$ cat src/rtl/dma_pkg.sv
package dma_pkg;
  localparam int NUM_CH = 2;
  localparam int CTRL_W = 4;
  localparam int RADDR_W = 6;

  typedef enum logic [1:0] {SEL_RD, SEL_WR, SEL_CNT, SEL_CTRL} reg_sel_e;
  typedef enum logic [1:0] {ST_ARB, ST_RD, ST_WR} seq_state_e;

  typedef struct packed {
    logic wr_reload;
    logic chain_to;
    logic wr_inc;
    logic rd_inc;
  } ctrl_t;

  // Window/slot to register; slot 3 is always the trigger
  function automatic reg_sel_e alias_sel(input logic [1:0] grp, input logic [1:0] slot);
    reg_sel_e s;
    case ({grp, slot})
      4'b00_00: s = SEL_RD;
      4'b00_01: s = SEL_WR;
      4'b00_10: s = SEL_CNT;
      4'b00_11: s = SEL_CTRL;
      4'b01_01: s = SEL_RD;
      4'b01_10: s = SEL_WR;
      4'b01_11: s = SEL_CNT;
      4'b10_01: s = SEL_CNT;
      4'b10_10: s = SEL_RD;
      4'b10_11: s = SEL_WR;
      4'b11_01: s = SEL_WR;
      4'b11_10: s = SEL_CNT;
      4'b11_11: s = SEL_RD;
      default:  s = SEL_CTRL;
    endcase
    return s;
  endfunction
endpackage

$ cat src/rtl/dma_channel.sv
module dma_channel
  import dma_pkg::*;
#(
  parameter int ADDR_W = 16,
  parameter int CNT_W  = 16,
  parameter int DATA_W = 32
) (
  input  logic              clk,
  input  logic              rst,
  input  logic              wr_en,
  input  reg_sel_e          wr_sel,
  input  logic              wr_trig,
  input  logic [DATA_W-1:0] wr_data,
  input  logic              chain_in,
  input  logic              step,
  input  logic              err_clr,
  output logic              busy,
  output logic [ADDR_W-1:0] rd_addr,
  output logic [ADDR_W-1:0] wr_addr,
  output ctrl_t             ctrl,
  output logic              done,
  output logic              null_done,
  output logic              err
);
  localparam logic [ADDR_W-1:0] STRIDE = ADDR_W'(4);
  localparam logic [CNT_W-1:0]  ONE    = CNT_W'(1);

  logic [CNT_W-1:0]  cnt_cfg, cnt_left, cnt_eff;
  logic [ADDR_W-1:0] wr_base, wr_eff;
  logic              wr_ok, trig, start;

  assign wr_ok     = wr_en & ~busy;
  assign trig      = (wr_en & wr_trig) | chain_in;
  assign cnt_eff   = (wr_ok && wr_sel == SEL_CNT) ? wr_data[CNT_W-1:0] : cnt_cfg;
  assign wr_eff    = (wr_ok && wr_sel == SEL_WR) ? wr_data[ADDR_W-1:0] : wr_addr;
  assign done      = step & busy & (cnt_left == ONE);
  assign null_done = trig & ~busy & (cnt_eff == '0);
  assign start     = trig & ~busy & (cnt_eff != '0);

  always_ff @(posedge clk) begin
    if (rst) begin
      busy     <= 1'b0;
      rd_addr  <= '0;
      wr_addr  <= '0;
      wr_base  <= '0;
      cnt_cfg  <= '0;
      cnt_left <= '0;
      ctrl     <= '0;
      err      <= 1'b0;
    end else begin
      if (wr_ok) begin
        case (wr_sel)
          SEL_RD:  rd_addr <= wr_data[ADDR_W-1:0];
          SEL_WR:  wr_addr <= wr_data[ADDR_W-1:0];
          SEL_CNT: cnt_cfg <= wr_data[CNT_W-1:0];
          default: ctrl    <= ctrl_t'(wr_data[CTRL_W-1:0]);
        endcase
      end
      if (step && busy) begin
        cnt_left <= cnt_left - ONE;
        if (ctrl.rd_inc) rd_addr <= rd_addr + STRIDE;
        if (ctrl.wr_inc) wr_addr <= wr_addr + STRIDE;
        if (cnt_left == ONE) begin
          busy <= 1'b0;
          if (ctrl.wr_reload) wr_addr <= wr_base;
        end
      end
      if (start) begin
        busy     <= 1'b1;
        cnt_left <= cnt_eff;
        wr_base  <= wr_eff;
      end
      if (err_clr) err <= 1'b0;
      if (trig && busy) err <= 1'b1;
    end
  end

  assert_busy_trig_flags_R8: assert property (@(posedge clk) disable iff (rst)
    (trig && busy) |=> err);
  assert_word_countdown_R3: assert property (@(posedge clk) disable iff (rst)
    (step && busy && !done) |=> (busy && cnt_left == $past(cnt_left) - ONE));
  assert_null_stays_idle_R9: assert property (@(posedge clk) disable iff (rst)
    null_done |=> !busy);
endmodule

$ cat src/rtl/dma_seq.sv
module dma_seq
  import dma_pkg::*;
#(
  parameter int ADDR_W = 16,
  parameter int DATA_W = 32
) (
  input  logic               clk,
  input  logic               rst,
  input  logic [NUM_CH-1:0]  req,
  input  logic [ADDR_W-1:0]  rd_addr [NUM_CH],
  input  logic [ADDR_W-1:0]  wr_addr [NUM_CH],
  output logic               mem_req,
  output logic               mem_we,
  output logic [ADDR_W-1:0]  mem_addr,
  output logic [DATA_W-1:0]  mem_wdata,
  input  logic [DATA_W-1:0]  mem_rdata,
  output logic [NUM_CH-1:0]  step,
  output logic               eng_we,
  output logic [RADDR_W-1:0] eng_addr,
  output logic [DATA_W-1:0]  eng_data
);
  seq_state_e  state;
  logic        grant;
  logic        reg_space;
  logic [ADDR_W-1:0] cur_wr;

  assign cur_wr    = wr_addr[grant];
  assign reg_space = cur_wr[ADDR_W-1];

  always_ff @(posedge clk) begin
    if (rst) begin
      state <= ST_ARB;
      grant <= 1'b0;
    end else begin
      case (state)
        ST_ARB: if (|req) begin
          grant <= ~req[0];
          state <= ST_RD;
        end
        ST_RD:   state <= ST_WR;
        default: state <= ST_ARB;
      endcase
    end
  end

  always_comb begin
    mem_req   = (state == ST_RD) || (state == ST_WR && !reg_space);
    mem_we    = (state == ST_WR) && !reg_space;
    mem_addr  = (state == ST_RD) ? rd_addr[grant] : cur_wr;
    mem_wdata = mem_rdata;
    eng_we    = (state == ST_WR) && reg_space;
    eng_addr  = cur_wr[RADDR_W+1:2];
    eng_data  = mem_rdata;
    step      = '0;
    if (state == ST_WR) step[grant] = 1'b1;
  end

  assert_low_channel_wins_R10: assert property (@(posedge clk) disable iff (rst)
    (state == ST_ARB && req == 2'b11) |=> (state == ST_RD && grant == 1'b0));
  assert_read_before_write_R3: assert property (@(posedge clk) disable iff (rst)
    (state == ST_RD) |=> (state == ST_WR));
endmodule

$ cat src/rtl/dma_irq.sv
module dma_irq #(
  parameter int NCH = 2
) (
  input  logic           clk,
  input  logic           rst,
  input  logic [NCH-1:0] set,
  input  logic           clr_we,
  input  logic [NCH-1:0] clr_bits,
  input  logic           en_we,
  input  logic [NCH-1:0] en_bits,
  output logic           irq
);
  logic [NCH-1:0] status, en, status_nx, en_nx;

  always_comb begin
    status_nx = (status & ~(clr_we ? clr_bits : '0)) | set;
    en_nx     = en_we ? en_bits : en;
  end

  always_ff @(posedge clk) begin
    if (rst) begin
      status <= '0;
      en     <= '0;
      irq    <= 1'b0;
    end else begin
      status <= status_nx;
      en     <= en_nx;
      irq    <= |(status_nx & en_nx);
    end
  end

  assert_done_latched_R7: assert property (@(posedge clk) disable iff (rst)
    (|set) |=> ((status & $past(set)) == $past(set)));
endmodule

$ cat src/rtl/dma_chain_pair.sv
module dma_chain_pair
  import dma_pkg::*;
#(
  parameter int ADDR_W = 16,
  parameter int CNT_W  = 16,
  parameter int DATA_W = 32
) (
  input  logic              clk,
  input  logic              rst,
  input  logic              cfg_we,
  input  logic [5:0]        cfg_addr,
  input  logic [DATA_W-1:0] cfg_wdata,
  output logic              mem_req,
  output logic              mem_we,
  output logic [ADDR_W-1:0] mem_addr,
  output logic [DATA_W-1:0] mem_wdata,
  input  logic [DATA_W-1:0] mem_rdata,
  output logic [1:0]        busy,
  output logic [1:0]        err,
  output logic              irq
);
  logic [ADDR_W-1:0]  rd_addr [NUM_CH];
  logic [ADDR_W-1:0]  wr_addr [NUM_CH];
  ctrl_t              ctrl    [NUM_CH];
  logic [NUM_CH-1:0]  done, null_done, chain_in, step, ch_hit;
  logic               eng_we, p_we, glob;
  logic [RADDR_W-1:0] eng_addr, p_addr;
  logic [DATA_W-1:0]  eng_data, p_data;
  reg_sel_e           p_sel;

  // Internal register writes from the engine take the port first
  assign p_we   = eng_we | cfg_we;
  assign p_addr = eng_we ? eng_addr : cfg_addr;
  assign p_data = eng_we ? eng_data : cfg_wdata;
  assign p_sel  = alias_sel(p_addr[3:2], p_addr[1:0]);
  assign glob   = p_we & p_addr[5];

  for (genvar i = 0; i < NUM_CH; i++) begin : g_ch
    always_comb begin
      chain_in[i] = 1'b0;
      for (int j = 0; j < NUM_CH; j++)
        if (j != i && done[j] && ctrl[j].chain_to == 1'(i)) chain_in[i] = 1'b1;
    end
    assign ch_hit[i] = p_we & ~p_addr[5] & (p_addr[4] == 1'(i));

    dma_channel #(.ADDR_W(ADDR_W), .CNT_W(CNT_W), .DATA_W(DATA_W)) u_ch (
      .clk(clk), .rst(rst),
      .wr_en(ch_hit[i]), .wr_sel(p_sel), .wr_trig(p_addr[1:0] == 2'b11),
      .wr_data(p_data), .chain_in(chain_in[i]), .step(step[i]),
      .err_clr(glob && p_addr[4:0] == 5'd2 && p_data[i]),
      .busy(busy[i]), .rd_addr(rd_addr[i]), .wr_addr(wr_addr[i]),
      .ctrl(ctrl[i]), .done(done[i]), .null_done(null_done[i]), .err(err[i])
    );
  end

  dma_seq #(.ADDR_W(ADDR_W), .DATA_W(DATA_W)) u_seq (
    .clk(clk), .rst(rst), .req(busy), .rd_addr(rd_addr), .wr_addr(wr_addr),
    .mem_req(mem_req), .mem_we(mem_we), .mem_addr(mem_addr),
    .mem_wdata(mem_wdata), .mem_rdata(mem_rdata), .step(step),
    .eng_we(eng_we), .eng_addr(eng_addr), .eng_data(eng_data)
  );

  dma_irq #(.NCH(NUM_CH)) u_irq (
    .clk(clk), .rst(rst), .set(done | null_done),
    .clr_we(glob && p_addr[4:0] == 5'd0), .clr_bits(p_data[NUM_CH-1:0]),
    .en_we(glob && p_addr[4:0] == 5'd1), .en_bits(p_data[NUM_CH-1:0]),
    .irq(irq)
  );

  assert_done_releases_R6: assert property (@(posedge clk) disable iff (rst)
    (done[0] && !chain_in[0]) |=> !busy[0]);
  assert_chain_hands_over_R6: assert property (@(posedge clk) disable iff (rst)
    (chain_in[1] && !busy[1] && !null_done[1]) |=> busy[1]);
  assert_single_bus_owner_R10: assert property (@(posedge clk) disable iff (rst)
    $onehot0(step));
endmodule

$ cat config.mk
export PLATFORM = sky130hd
export DESIGN_NAME = dma_chain_pair
export DESIGN_NICKNAME = d
export VERILOG_FILES = /design/src/rtl/dma_pkg.sv /design/src/rtl/dma_channel.sv /design/src/rtl/dma_seq.sv /design/src/rtl/dma_irq.sv /design/src/rtl/dma_chain_pair.sv
export SDC_FILE = /design/constraint.sdc
export NUM_CORES = 1
export LEC_CHECK = 0
export ABC_AREA = 1
export BUFFER_PORTS_ARGS = -buffer_cell sky130_fd_sc_hd__buf_2
export CAP_MARGIN = 20
export CORE_MARGIN = 4
export CORE_UTILIZATION = 54
export CTS_CLUSTER_SIZE = 40
export DETAILED_ROUTE_END_ITERATION = 16
export PLACE_DENSITY = 0.81
export SYNTH_ARGS = -nofsm -noshare
export SYNTH_HDL_FRONTEND = slang
export SYNTH_SLANG_ARGS = --single-unit
$ cat constraint.sdc
create_clock -name clk -period 3.2 [get_ports clk]
set_clock_uncertainty 0.2 [all_clocks]
set_input_delay 0.64 -clock clk [delete_from_list [all_inputs] [get_ports clk]]
set_output_delay 0.64 -clock clk [all_outputs]
set_load 0.01 [all_outputs]
==> results of run 1 <==
## tightest hold or removal path, cell delays in order (launching register included)
cell and delay [ps]:
dfxtp_1 310, inv_1 50, a21oi_1 50
## final timing paths
| check | slack, ps | from | cells past startpoint | endpoint |
|---|---|---|---|---|
| setup / recovery | -50 | u_seq.grant | 24 | g_ch[0].u_ch.cnt_left[10] |
| hold reg to reg | 250 | g_ch[0].u_ch.rd_addr[0] | 2 | g_ch[0].u_ch.rd_addr[0] |
| hold / removal | 250 | g_ch[0].u_ch.rd_addr[0] | 2 | g_ch[0].u_ch.rd_addr[0] |
| setup reg to reg | -50 | u_seq.grant | 24 | g_ch[0].u_ch.cnt_left[10] |
## where the power goes
group / switching [uW] / internal, uW / total [uW]
Clock: 955 / 1270 / 2220
Sequential: 35.4 / 2280 / 2310
Combinational: 477 / 278 / 756
## area by class of cell
class,instances,share of cell area
well taps,270,0.02486
repair buffers,213,0.1235
diodes,1,0.0001842
clock buffers,19,0.03334
multi-input cells,1254,0.4876
clock inverters,13,0.01142
flip-flops and latches,180,0.2659
inverters,188,0.05323
## per-stage QoR
stage	utilization	setup WS, ps	TNS (ps)	cell area, sq um
6_report	0.6672	-49.35	-293.6	13590
3_3_place_gp	0.6022	-119.3	-7870	12260
3_5_place_dp	0.6022	-203.3	-14670	12260
5_1_grt	0.6671	-180.8	-5515	13580
2_1_floorplan	-	8.444	0	11230
4_1_cts	0.6382	10.78	0	13000
## flip-flops by register name, summed over array words and instances (netlist names)
signal,cells
g_ch.u_ch.cnt_cfg,32
g_ch.u_ch.cnt_left,32
g_ch.u_ch.rd_addr,32
g_ch.u_ch.wr_addr,32
g_ch.u_ch.wr_base,32
g_ch.u_ch.ctrl,8
g_ch.u_ch.busy,2
g_ch.u_ch.err,2
u_irq.en,2
u_irq.status,2
u_seq.state,2
u_irq.irq,1
u_seq.grant,1
## logic make-up (layout without fill, tap and decap cells)
group,count (synthesis),after routing,share of synthesized area
adders and majority gates,13,13,0.01448
other,0,1,0
DFF,180,180,0.3207
xor gates and xnor gates,29,29,0.02261
muxes,7,7,0.006237
buffers and inverters,314,433,0.1289
and+or+nand+nor,792,800,0.3131
AOI/OAI and AO/OA,405,405,0.1940
## Yosys cell counts (9+ instances only)
library cell	number
nor3_1	18
a21oi_1	151
o21ai_0	194
inv_1	179
clkbuf_1	57
ha_1	13
xor2_1	23
nand2_4	9
nand2_1	374
o211ai_1	35
nand3_1	105
nand4_1	36
buf_2	16
or2_2	20
buf_4	37
dfxtp_1	180
nor2_1	198
buf_6	14
## repair_timing
item | in CTS | in global routing
gates cloned | 2 | 11
hold buffers | 0 | 0
buffers inserted | 1 | 8
pin swaps | 3 | 50
endpoints found under the setup margin | 125 | 128
resized for setup | 25 | 116
endpoints found under the hold margin | 0 | 0
## layer usage
metal	share of wire	routed length, microns	up-vias	track usage
li1	-	-	5907	-
met1	0.40	14750	5593	0.3887
met2	0.45	16600	686	0.4649
met3	0.096	3524	146	0.03834
met4	0.052	1925	0	0.1224
met5	0	0	-	0
==> reports/summary.txt, run 1 <==
Status - finished, violations left
Failing checks - negative setup slack
Cell family with most CP delay - simple AND/OR/NAND/NOR gates
Sequential share of the synthesized area - 0.3207
Slowest CP cell - dfxtp_4
Clock net sink count - 180
Setup violations, final - 13
Leakage - 0.005780 uW
Cell count after synthesis - 1740
Num CTS Buffers - 17
Critical Path Max Stage Delay - 390 ps
Hold Crit Class - reg -> reg
Worst-Margin Slew - 754.9 ps
Drt total wl - 36.81 mm
Clock Latency Late Sink - 450 ps
Max-slew violations - 0
PortBufs - 79
Area growth syn-to-layout - 20.94%
Fin crit period - 3249 ps
Worst Hold Slack - 251.7 ps
Yosys Warn Count - 0
CP Capture Type - flip-flop
Wire per inst - 17.21 microns
Placed cells - 2083
First-pass GRT wire length - 54.88 mm
Synth top area cells - dfxtp_1, nand2_1, o21ai_0, a21oi_1, nor2_1
Mapped Area - 11230 sq um
Cell Pwr Density - 389.3 nW/um^2
HPWL after detailed placement - 24.52 mm
Largest net degree at the start of global routing - 63
Main synth FF type - dfxtp_1
GRT overflow - 0
Initial Util - 0.5517
EDFF count, synth - 0
Most common cell after layout, fill and taps aside - nand2_1
Depth of the CTS H-tree - 4
Syn Nets - 1826
Fillers - 1688
Final Hold Viols - 0
Initial antenna violation count - 0
Storage cell area - 3612 sq um
Global-route usage over all layers - 0.2881
Slew Limit Headroom - 0.4921
Seq cells post-synth - 180
FP Rows - 52
Area of the multi-input gates - 6625 sq um
Die footprint - 23180 sq um
Max-cap check violation count - 0
Most frequent cells in the layout - nand2_1, nor2_1, dfxtp_1
DR vias - 12332
Post-route setup slack - -49.35 ps
Critical Path Fanout Max - 6
Total power - 5290 uW
Layout cells sized above 1 - 0.2003
Most common cell on crit path - nand2_2
ANT nets after route - 0
Yosys top cell by area - dfxtp_1
Post-Layout Cell Count - 2138
Remaining DRCs - 0
Worst path bufs/invs - 5
Mapped Avg Cell Area - 6.457 sq um
CP arrival - 3370 ps
Nets@finish - 1940
CP Cell Sequence - inv_6, nand2_1, nand2_2, nand3_2, nand2_4, inv_4, ha_4, inv_2, nand2_2, nand3_4, nand2_8, buf_12, nand3_4, nand2_2, nand2_2, nor2_2, nand2_1, nor2_2, nand2_4, nand2_8, clkbuf_16, nand2_4, nand2_2, a21oi_1
Startpoint types - flip-flop
Drt pass-1 iters - 6
Deepest clock path buffer count - 2
Placer Congestion - 0.9980
Share of the synthesized area in the top cell type - 0.3207
Clock-pin slew on the worst setup and hold paths - 70 ps
Crit share post-route - 1.015
Peak VDD IR - 0.0003259 V
Synth cell types - 51
Die H - 152.2 microns
Clock root cell - clkbuf_16
Die W - 152.2 microns
Core area - 20360 sq um
Async set or reset register ratio after synthesis - 0
RSZ-0062 raised after global routing - true
Number of global-route vias before repair - 10684
Critical path class - reg -> reg
Critical path required time - 3320 ps
TritonCTS clock tree - built
Starting DRT DRC Count - 1296
Via density - 5.768
Achievable Freq - 0.3078 GHz
Num ports - 128
(Power assumes the default switching activity.)
==> run 2: changes to the inputs <==
Settings changed: CELL_PAD_IN_SITES_DETAIL_PLACEMENT from default to 1, CELL_PAD_IN_SITES_GLOBAL_PLACEMENT from default to 2, CORE_UTILIZATION 54 to 29, PLACE_DENSITY 0.81 to 0.8, SKIP_CTS_REPAIR_TIMING from default to 1.
==> run 2 against run 1 <==
The flow still finishes with violations (negative setup slack). Wire length grew 21%. Core utilization shrank 28 points. Power grew 2.2%. Critical path depth grew 1. Register-to-register slack lost 30 ps. Combinational power grew 9.3%. Clock power grew 2%. Flip-flop and latch count is the same.
==> reports/summary.txt, run 2 (synthesis gave the netlist of run 1 again) <==
Status - finished, violations left
Failing checks - negative setup slack
Met3 Resource Use GR - 0.02390
Wire per inst - 18.27 microns
Global-route usage over all layers - 0.2011
# diodes - 0
ANT nets after route - 0
Critical path required time - 3320 ps
Fillers - 4863
First-pass GRT wire length - 66.41 mm
Fin crit period - 3275 ps
Cell Pwr Density - 372.2 nW/um^2
TritonCTS clock tree - built
Num CTS Buffers - 17
Worst path depth - 25
Via density - 4.964
CP arrival - 3390 ps
Post-route setup slack - -74.80 ps
Depth of the CTS H-tree - 4
Start of the worst register-to-register path - u_seq.grant
Initial Util - 0.2962
Drt pass-1 iters - 5
Peak VDD IR - 0.0003502 V
Final Hold Viols - 0
GRT busiest layer - met2
Clock net sink count - 180
Die footprint - 41950 sq um
Clock root cell - clkbuf_16
Placer Congestion - 0.8491
Met2 usage - 0.3255
Deepest clock path buffer count - 2
Startpoint types - flip-flop
Area post-placement - 12860 sq um
Met1 Usage GRT - 0.2769
Num ports - 128
Setup WS pre-CTS - -372.6 ps
PortBufs - 79
Worst Hold Launch - g_ch[0].u_ch.rd_addr[0]
Number of global-route vias before repair - 11942
Most frequent cells in the layout - nand2_1, nor2_1, dfxtp_1
Initial antenna violation count - 0
Leakage - 0.006160 uW
Max-slew violations - 0
Worst path bufs/invs - 5
HPWL after detailed placement - 31.53 mm
Drt total wl - 44.49 mm
Critical Path Fanout Max - 7
Largest net degree at the start of global routing - 115
Die H - 204.8 microns
Crit. Startpoint - u_seq.grant
Nets@finish - 1997
Clock-pin slew on the worst setup and hold paths - 70 ps
GRT overflow - 0
Crit share post-route - 1.023
FP Rows - 71
Starting DRT DRC Count - 745
Hold Crit Depth - 2
Slew Limit Headroom - 0.5483
Achievable Freq - 0.3054 GHz
Critical Path Max Stage Delay - 440 ps
CP Capture Type - flip-flop
Clock Latency Late Sink - 460 ps
Area growth syn-to-layout - 29.23%
Die W - 204.8 microns
Hold Crit Class - reg -> reg
Layout cells sized above 1 - 0.2448
Cell area after layout - 14520 sq um
Cell family with most CP delay - simple AND/OR/NAND/NOR gates
Critical path class - reg -> reg
Worst-Margin Slew - 676.5 ps
Core area - 37930 sq um
Most common cell after layout, fill and taps aside - nand2_1
Max-cap check violation count - 0
Remaining DRCs - 0
Most common cell on crit path - nand2_2
RSZ-0062 raised after global routing - true
Reg2reg path depth - 25
Slowest CP cell - dfxtp_4
DR vias - 12087
Setup violations, final - 50
## run 2: changes by cell type in the layout (fill, tap and decap cells not counted), moves of 4 or more
cell	previous run	this run
buf_4	109	160
buf_6	7	11
clkbuf_16	21	28
inv_2	4	8
nand2_1	344	331
nand2_2	26	40
nand3_2	10	14
nand3_4	10	5
nor2_1	194	189
nor2_2	5	10
o21ai_0	161	148
o21ai_1	25	17
o21ai_2	11	30
## run 2: area by class of cell
type                            instances  area [sq um]  area share
Multi-Input combinational cell       1251          6698      0.4613
Sequential cell                       180          3608      0.2485
Timing Repair Buffer                  273          2241      0.1543
Inverter                              188         725.7     0.04998
Tap cell                              511         639.4     0.04404
Clock buffer                           18         429.2     0.02956
Clock inverter                         14         177.7     0.01224
## run 2: stage by stage
stage / power (uW) / util / hold WS [ps] / setup TNS [ps] / instances
5_1_grt: 5633 / 0.3828 / 268.2 / -13210 / 2435
4_1_cts: 5332 / 0.3550 / 253.7 / -33660 / 2395
6_report: 5405 / 0.3828 / 252.2 / -1758 / 2435
2_1_floorplan: 2790 / - / 223.8 / 0 / 1740
3_5_place_dp: 3056 / 0.3390 / 242.0 / -29290 / 2363
3_3_place_gp: 3039 / 0.3390 / 235.3 / -22100 / 2363
## run 2: per-layer routing
metal | share of wire | routed length, microns | vias up
li1 | - | - | 6013
met1 | 0.47 | 20930 | 5867
met2 | 0.48 | 21220 | 166
met3 | 0.027 | 1191 | 41
met4 | 0.026 | 1152 | 0
met5 | 0 | 0 | -
## run 2: tightest hold or removal path, delay by kind of cell (launching register included)
kind | cells | cell delay (ps)
flip-flops | 1 | 320
buffers and inverters | 1 | 50
AO/OA/AOI/OAI | 1 | 50
## run 2: report_power, final
group / total (uW) / leakage (uW) / switching, uW / internal [uW]
registers: 2310 / 0.00145 / 36.1 / 2280
clock network: 2270 / 0.000289 / 1030 / 1240
logic: 826 / 0.00442 / 506 / 320
## run 2: final timing paths
check	end	slack [ps]
setup / recovery	g_ch[1].u_ch.cnt_left[10]	-70
hold reg to reg	g_ch[0].u_ch.rd_addr[0]	250
setup reg to reg	g_ch[1].u_ch.cnt_left[10]	-70
hold / removal	g_ch[0].u_ch.rd_addr[0]	250
